[config.mk]
export PLATFORM = sky130hd
export DESIGN_NAME = pll_unlock_watch
export DESIGN_NICKNAME = d
export VERILOG_FILES = /design/src/rtl/pll_unlock_pkg.sv /design/src/rtl/pulse_width_meter.sv /design/src/rtl/sticky_unlock_latch.sv /design/src/rtl/pll_unlock_watch.sv
export SDC_FILE = /design/constraint.sdc
export NUM_CORES = 1
export LEC_CHECK = 0
export BUFFER_PORTS_ARGS = -buffer_cell sky130_fd_sc_hd__buf_2
export CORE_UTILIZATION = 50
export DETAILED_ROUTE_END_ITERATION = 10
export PLACE_DENSITY = 0.72
export RECOVER_POWER = 50
export SYNTH_ARGS = -nofsm -noshare
export SYNTH_HDL_FRONTEND = slang
export SYNTH_HIERARCHICAL = 1
export SYNTH_SLANG_ARGS = --single-unit
[constraint.sdc]
create_clock -name clk -period 5.1 [get_ports clk]
set_input_delay 1.02 -clock clk [delete_from_list [all_inputs] [get_ports clk]]
set_output_delay 1.02 -clock clk [all_outputs]
set_load 0.005 [all_outputs]
[src/rtl/pll_unlock_pkg.sv]
// Package: shared constants for the dual unlock detector.
// Assumes: all users share one limit width and one settling length.
package pll_unlock_pkg;
    localparam int unsigned LIMIT_W       = 8;
    localparam int unsigned DEFAULT_LIMIT = 8;
    localparam int unsigned SETTLE_TICKS  = 2;
    localparam int unsigned SETTLE_W      = $clog2(SETTLE_TICKS + 1);
    typedef logic [LIMIT_W-1:0]  limit_t;
    typedef logic [SETTLE_W-1:0] settle_t;
endpackage

[src/rtl/pulse_width_meter.sv]
// Module: pulse_width_meter
// Counts how many consecutive clocks a loop's error pulse (up or down) has
// been high, and raises 'over' in any cycle where the pulse is high and has
// already lasted at least 'limit' clocks. In that case the current cycle is
// beyond the limit.
// Assumes: 'limit' is stable while a pulse is being measured.
module pulse_width_meter
    import pll_unlock_pkg::*;
(
    input  logic   clk,
    input  logic   rst_n,
    input  logic   up,
    input  logic   dn,
    input  limit_t limit,
    output logic   over
);
    localparam limit_t CNT_MAX = '1;

    logic   err;
    limit_t run_len;

    assign err  = up | dn;
    assign over = err && (run_len >= limit);

    // Run-length counter of the error pulse, saturating, restarted when quiet.
    always_ff @(posedge clk) begin
        if (!rst_n)                run_len <= '0;
        else if (!err)             run_len <= '0;
        else if (run_len != CNT_MAX) run_len <= run_len + 1'b1;
    end

    // A quiet error input restarts the count.
    assert_run_restart_R2: assert property (@(posedge clk) disable iff (!rst_n)
        !err |=> run_len == '0);
    // The counter never moves while it is saturated.
    assert_run_saturate_R2: assert property (@(posedge clk) disable iff (!rst_n)
        (err && run_len == CNT_MAX) |=> run_len == CNT_MAX);
endmodule

[src/rtl/sticky_unlock_latch.sv]
// Module: sticky_unlock_latch
// Holds one loop's unlock flag. The flag is set by an over-limit pulse or a
// retune and cleared only by a transfer strobe. After a retune, clearing is
// blocked until SETTLE_TICKS reference strobes have passed. Set wins over clear.
// Assumes: all strobes are single-cycle and synchronous to clk.
module sticky_unlock_latch
    import pll_unlock_pkg::*;
(
    input  logic clk,
    input  logic rst_n,
    input  logic over,
    input  logic retune,
    input  logic ref_tick,
    input  logic xfer_done,
    output logic flag
);
    settle_t settle;
    logic    set_req;
    logic    clr_req;

    assign set_req = over | retune;
    assign clr_req = xfer_done && (settle == '0);

    // Settling window: reload on retune, count down on reference strobes.
    always_ff @(posedge clk) begin
        if (!rst_n)                         settle <= '0;
        else if (retune)                    settle <= settle_t'(SETTLE_TICKS);
        else if (ref_tick && settle != '0)  settle <= settle - 1'b1;
    end

    // Sticky flag: set has priority over clear.
    always_ff @(posedge clk) begin
        if (!rst_n)       flag <= 1'b0;
        else if (set_req) flag <= 1'b1;
        else if (clr_req) flag <= 1'b0;
    end

    // An over-limit pulse always leaves the flag set.
    assert_over_sets_R6: assert property (@(posedge clk) disable iff (!rst_n)
        over |=> flag);
    // A retune sets the flag on the next cycle.
    assert_retune_sets_R7: assert property (@(posedge clk) disable iff (!rst_n)
        retune |=> flag);
    // The flag can only fall after a transfer outside the window.
    assert_fall_needs_xfer_R4: assert property (@(posedge clk) disable iff (!rst_n)
        $fell(flag) |-> ($past(xfer_done) && $past(settle) == '0));
    // The flag stays set throughout the settling window.
    assert_held_in_window_R8: assert property (@(posedge clk) disable iff (!rst_n)
        (settle != '0) |-> flag);
endmodule

[src/rtl/pll_unlock_watch.sv]
// Module: pll_unlock_watch (top)
// Dual sticky PLL unlock detector. Each loop gets a pulse-width meter and a
// sticky latch, and its open-drain pin pull-down is the flag ORed with the
// forced-low control bit. The limit of zero is replaced by the default limit.
// Assumes: one shared clock domain. The phase comparators and the serial
// interface sit outside and deliver synchronous pulses and strobes.
module pll_unlock_watch
    import pll_unlock_pkg::*;
#(
    parameter int unsigned NUM_PLL = 2
) (
    input  logic               clk,
    input  logic               rst_n,
    input  logic [NUM_PLL-1:0] err_up,
    input  logic [NUM_PLL-1:0] err_dn,
    input  logic [LIMIT_W-1:0] err_limit,
    input  logic [NUM_PLL-1:0] retune,
    input  logic               ref_tick,
    input  logic               xfer_done,
    input  logic [NUM_PLL-1:0] force_low,
    output logic [NUM_PLL-1:0] unlock_flag,
    output logic [NUM_PLL-1:0] pin_pull_low
);
    limit_t eff_limit;

    // Substitute the default limit when the programmed limit is zero.
    always_comb begin
        eff_limit = (err_limit == '0) ? limit_t'(DEFAULT_LIMIT) : err_limit;
    end

    for (genvar g = 0; g < NUM_PLL; g++) begin : g_pll
        logic over;

        pulse_width_meter u_meter (
            .clk   (clk),
            .rst_n (rst_n),
            .up    (err_up[g]),
            .dn    (err_dn[g]),
            .limit (eff_limit),
            .over  (over)
        );

        sticky_unlock_latch u_latch (
            .clk       (clk),
            .rst_n     (rst_n),
            .over      (over),
            .retune    (retune[g]),
            .ref_tick  (ref_tick),
            .xfer_done (xfer_done),
            .flag      (unlock_flag[g])
        );

        assign pin_pull_low[g] = unlock_flag[g] | force_low[g];

        // A released pin with no forcing implies a clear flag one cycle on,
        // unless a set arrived.
        assert_pin_released_R9: assert property (@(posedge clk) disable iff (!rst_n)
            (!pin_pull_low[g] && !over && !retune[g]) |=> !unlock_flag[g]);
    end
endmodule

=== Yosys cells after proc, flatten, opt, wreduce, memory -nomap -nowiden ===
Index checks and enable logic that the tools add are counted.
Widths: inputs -> output; s select.

* Register bits after elaboration: 22
* Bits of input ports: 20
* Output and inout bits: 4
* Word-level logic and storage cells: 51

* Add/subtract/negate cells: 4
* $lt $le $gt $ge: 2
* Eq/ne operators: 2
* Muxes and demuxes: 9
* Bitwise gates (word level): 7
* Reductions and logical operators: 19

{| class="wikitable"
|+ Operator list
! kind !! number
|-
| $add 8x1->8 const B || 2
|-
| $ge 8x8->1 || 2
|-
| $ne 8x8->1 const B || 2
|-
| $reduce_bool 2->1 || 6
|-
| $logic_not 8->1 || 1
|-
| $mux 2 || 4
|-
| $mux 8 || 1
|-
| $logic_and 1x1->1 || 6
|-
| $or 1x1->1 || 6
|-
| $logic_not 2->1 || 2
|-
| $mux 1 || 4
|-
| $reduce_and 2->1 || 2
|-
| $reduce_or 2->1 || 2
|-
| $sub 2x1->2 const B || 2
|-
| $not 1->1 || 1
|}

=== Depth between registers and ports, before layout ===
* Word-level depth: 6
* Depth in mapped cells: 8
* Depth with buffers taken out: 8

=== By module ===
The synthesis kept the hierarchy.

{| class="wikitable"
|+ Modules (own cells, without submodules)
! module !! times used !! cells each !! area an instance (sq um) !! sequential area each (sq um)
|-
| pulse_width_meter || 2 || 74 || 603.1 || 160.2
|-
| sticky_unlock_latch || 2 || 13 || 148.9 || 60.1
|-
| pll_unlock_watch || 1 || 12 || 63.8 || 0.0
|}

=== Worst setup path after synthesis ===
OpenSTA, ideal clock, no wires.

* Path type: input to register
* Start: in err_limit[5]
* End: reg g_pll[0].u_latch.flag
* Library setup time: 0.059 ns
* Arrival: 2.480 ns
* Data required time: 5.041 ns
* Slack: 2.561 ns
* Cell stages on the path: 8
* Path buffers: 0
* Path through: nor4_2 -> a21o_1 -> inv_1 -> ha_1 -> o211ai_1 -> or3_1 -> o32ai_1 -> o31a_1

* Longest elaborated chain between the ends: 6
* Elaborated cells on any way between the ends: 7
* Those cells by class: order compare: 1; mux: 2; bitwise: 1; reduce/logical: 3

{| class="wikitable"
|+ Ends and longest elaborated chain
! item !! line !! RTL
|-
| from (decl) || pll_unlock_watch.sv:16 || <nowiki>input logic [LIMIT_W-1:0] err_limit,</nowiki>
|-
| $logic_not 8->1 (*) || pll_unlock_watch.sv:28 || <nowiki>eff_limit = (err_limit == '0) ? limit_t'(DEFAULT_LIMIT) : err_limit;</nowiki>
|-
| $mux 8 (*) || pll_unlock_watch.sv:28 ||
|-
| net eff_limit[3] || pll_unlock_watch.sv:24 || <nowiki>limit_t eff_limit;</nowiki>
|-
| $ge 8x8->1 (*) || pulse_width_meter.sv:23 || <nowiki>assign over = err && (run_len >= limit);</nowiki>
|-
| $logic_and 1x1->1 (*) || pulse_width_meter.sv:23 ||
|-
| net g_pll[0].over || pll_unlock_watch.sv:32 || <nowiki>logic over;</nowiki>
|-
| $or 1x1->1 (*) || sticky_unlock_latch.sv:21 || <nowiki>assign set_req = over | retune;</nowiki>
|-
| $mux 1 or $reduce_bool 2->1 (tied branches) || -- ||
|-
| to (signal assigned) || sticky_unlock_latch.sv:33 || <nowiki>if (!rst_n) flag <= 1'b0;</nowiki>
|-
| to (signal assigned) || sticky_unlock_latch.sv:34 || <nowiki>else if (set_req) flag <= 1'b1;</nowiki>
|-
| to (signal assigned) || sticky_unlock_latch.sv:35 || <nowiki>else if (clr_req) flag <= 1'b0;</nowiki>
|-
| to (decl) || sticky_unlock_latch.sv:15 || <nowiki>output logic flag</nowiki>
|}

The timed path passes the listed nets; every way through them passes the cells marked *.
A chain may end at the register's enable or synchronous reset.

=== Worst setup path in the final report ===
* Start: in force_low[0]
* End: out pin_pull_low[0]

* Longest elaborated chain between the ends: 1

{| class="wikitable"
|+ Ends and longest elaborated chain
! item !! line !! RTL
|-
| from (decl) || pll_unlock_watch.sv:20 || <nowiki>input logic [NUM_PLL-1:0] force_low,</nowiki>
|-
| $or 1x1->1 || pll_unlock_watch.sv:53 || <nowiki>assign pin_pull_low[g] = unlock_flag[g] | force_low[g];</nowiki>
|-
| to (decl) || pll_unlock_watch.sv:22 || <nowiki>output logic [NUM_PLL-1:0] pin_pull_low</nowiki>
|}

No other way between the ends.

==> flow_metrics.py <==
metrics = {
    "outcome": {
        "status": "finished with violations",
        "violations": "design-rule violations",
    },
    "clock_network": {
        "clk_path_buf_depth": 2,
        "clk_latency_ps": 310,
        "clock-sinks": 22,
        "cts_buffers": 3,
        "ctsHoldBuffers": 0,
        "path_clk_slew_ps": 120,
        "cts_root_buf": "clkbuf_4",
        "cts_setup_buffers": 0,
        "cts_tree": "done",
        "htree_num_levels": 1,
        "cts-resized-gates": 0,
    },
    "synth": {
        "synth_compound_area_frac": 0.239,
        "synth_warnings": 6,
        "synth_edf_count": 0,
        "muxShareOfSynthArea": 0.0128,
        "synth-async-reset-ratio": 0,
        "synth.avg_cell_area_um2": 8.43,
        "synth_adder_area_share": 0.160,
        "synth_top_family_by_area": "compound AO/OA/AOI/OAI gates",
        "synth-xor-area-share": 0.0112,
        "post_synth_num_cell_types": 37,
        "synth_nets": 226,
        "ys_seq_elements": 22,
        "yosysSeqAreaShare": 0.281,
        "syn_inst": 186,
        "syn_area_um2": 1570,
        "ys.flop_type": "dfxtp_1",
        "yosys.area_share.simple": 0.222,
    },
    "finish": {
        "fillCellCount": 284,
        "final_nets": 245,
        "multi_input_area_um2": 996,
        "areaGrowthSynthToFinish_pct": 7.42,
        "final_area_um2": 1680,
        "drive_gt1_frac": 0.177,
        "n_antenna_cell": 0,
        "regArea_um2": 440,
        "final_core_util": 0.590,
    },
    "pwr": {
        "p_leak_nw": 0.707,
        "p_switching_uw": 84.9,
        "sw_frac_of_total": 0.269,
        "combPwrFrac": 0.171,
        "power_frac_seq": 0.581,
        "p_per_area_nw_per_um2": 188,
        "ir_drop_mv": 0.109,
        "p_clk_frac": 0.248,
        "p_int_uw": 231,
    },
    "floorplan": {
        "die_h_um": 58.0,
        "die_width_um": 58.0,
        "pin_count": 24,
        "start_util": 0.550,
        "placement_rows": 19,
        "dieArea_um2": 3360,
        "core_um2": 2850,
    },
    "setup_path": {
        "crit_path_max_fanout": 1,
        "r2r_start": "g_pll[0].u_meter/run_len[0]$_SDFFE_PN0P_",
        "critPathCaptureType": "primary output",
        "crit_start": "force_low[0]",
        "r2r_cells": 6,
        "reg2reg_slack_ps": 3170,
        "r2r-end": "g_pll[0].u_latch/flag$_SDFFE_PN0P_",
        "critPathRequiredTime_ps": 4080,
        "crit_type": "in -> out",
        "startpoint_type": "input pin",
        "arrival_ps": 1510,
    },
    "grt": {
        "grt-ovfl-total": 0,
        "track_usage": 0.221,
        "grt_max_degree": 12,
        "grt_pass1_vias": 1325,
        "grt_pass1_wl_um": 5800,
        "antenna_found_initial": 0,
    },
    "detailed_routing": {
        "drt_iter0_drc": 68,
        "route.detailed.drc": 4,
        "vias": 1431,
        "routed_wl_um": 3270,
        "ant_nets": 0,
        "routedWlPerCell_um": 14.0,
        "drt_pass1_iterations": 7,
        "viasPerCell": 6.12,
    },
    "sta": {
        "tns_ps": 0,
        "max_freq_mhz": 395,
        "fin_crit_sh": 0.496,
        "worst_slew_pin_slew_ps": 920,
        "finalSetupViolations": 0,
        "relSlewSlack": 0.380,
        "post-route-min-period_ps": 2530,
        "rsz0062_at_grt": "no",
        "hold_viol_final": 0,
        "clock_skew_ps": 0.735,
        "fin_hold_ws_ps": 557,
        "slew_viol_final": 0,
    },
    "min_path": {
        "whs_endpoint": "g_pll[0].u_meter/run_len[1]$_SDFFE_PN0P_",
        "hp-start": "g_pll[0].u_meter/run_len[1]$_SDFFE_PN0P_",
        "hp-class": "reg -> reg",
        "whs_path_depth": 2,
    },
    "run": {
        "drv_cap": 0,
    },
    "place": {
        "hpwl_um": 2630,
        "gp_congestion": 0.878,
        "place.port_buffers": 23,
        "placed_area_um2": 1680,
    },
}
-- critical path, stage by stage --
cell,delay (ps)
buf_2,90
or2_2,270
buf_2,120
-- power groups by stage --
stage               sequential, mW  clock (mW)  combinational (mW)
global route                 0.185      0.0889              0.0624
finish                       0.183      0.0784              0.0541
global placement             0.187           0              0.0540
CTS                          0.183      0.0821              0.0575
detailed placement           0.187           0              0.0570
floorplan                    0.186           0              0.0376
-- cell usage after synthesis, types with 6 or more instances --
cell / count / area (um^2)
a31oi_1: 6 / 37.5
ha_1: 20 / 250
o21a_1: 8 / 60.1
nand3_1: 8 / 40.0
dfxtp_1: 22 / 440
clkbuf_1: 7 / 26.3
nand2_1: 6 / 22.5
a211oi_1: 6 / 45.0
a21oi_1: 12 / 60.1
o21ai_0: 6 / 30.0
nor3_1: 11 / 55.1
nor2_1: 6 / 22.5
inv_1: 20 / 75.1
-- through the flow --
| step | cells | setup WS (ps) | power [mW] |
|---|---|---|---|
| global route | 234 | 2480 | 0.336 |
| finish | 234 | 2570 | 0.316 |
| detailed placement | 231 | 2300 | 0.244 |
| global placement | 231 | 2360 | 0.241 |
| CTS | 234 | 2570 | 0.323 |
| floorplan | 186 | 2560 | 0.224 |
-- cells by family (layout without fill, tap and decap cells) --
kind of cell / after synthesis / in the layout
compound gates: 55 / 55
simple gates: 56 / 56
fa+ha+maj: 20 / 20
mux: 2 / 2
flops: 22 / 22
buf+inv: 29 / 46
xor+xnor: 2 / 2
-- registers in the layout, summed over array words and instances, names as in the netlist --
| register | cells |
|---|---|
| g_pll.u_latch/settle | 4 |
| g_pll.u_latch/flag | 2 |
| g_pll.u_meter/run_len | 16 |
-- per-layer routing --
metal | vias up | routed length, um | track usage
li1 | 719 | - | -
met1 | 659 | 1710 | 0.321
met2 | 49 | 1340 | 0.330
met3 | 4 | 176 | 0.0290
met4 | 0 | 46 | 0.0918
met5 | - | 0 | 0
-- worst max-delay path by stage --
stage | end | slack (ps) | depth (start not counted)
2_1_floorplan | g_pll[0].u_latch/flag$_SDFFE_PN0P_ | 2560 | 8
3_3_place_gp | g_pll[1].u_latch/flag$_SDFFE_PN0P_ | 2360 | 9
3_5_place_dp | g_pll[0].u_latch/flag$_SDFFE_PN0P_ | 2300 | 9
4_1_cts | pin_pull_low[0] | 2570 | 3
5_1_grt | g_pll[1].u_latch/flag$_SDFFE_PN0P_ | 2480 | 9
6_report | pin_pull_low[0] | 2570 | 3
-- area by class of cell --
type | count | share of cell area
clock buffers | 3 | 0.0134
multi-input cells | 135 | 0.591
flip-flops and latches | 22 | 0.262
well taps | 31 | 0.0230
repair buffers | 23 | 0.0661
inverters | 20 | 0.0446
-- cells in the final DEF, fill, tap and decap left out --
master / n
dfxtp_1: 22
inv_1: 20
ha_1: 20
buf_2: 20
a21oi_1: 12
nor3_1: 11
o21a_1: 8
nand3_1: 8
o21ai_0: 8
nand2_1: 6
nor2_1: 6
a31oi_1: 6
a211oi_1: 6
nand4_1: 4
clkbuf_4: 3
clkbuf_1: 3
or2_2: 2
a21boi_0: 2
o31a_1: 2
nor2b_1: 2
xnor2_1: 2
nor3b_2: 2
mux2i_1: 2
o211ai_1: 2
or3_1: 2
nand2b_1: 2
a2111oi_0: 2
o32ai_1: 2
and3_1: 2
and4_2: 2
and3_2: 2
nand2_2: 2
or4b_1: 2
a2111o_1: 2
o21ba_2: 2
nor4_2: 1
a21o_1: 1
(Power assumes the default switching activity.)
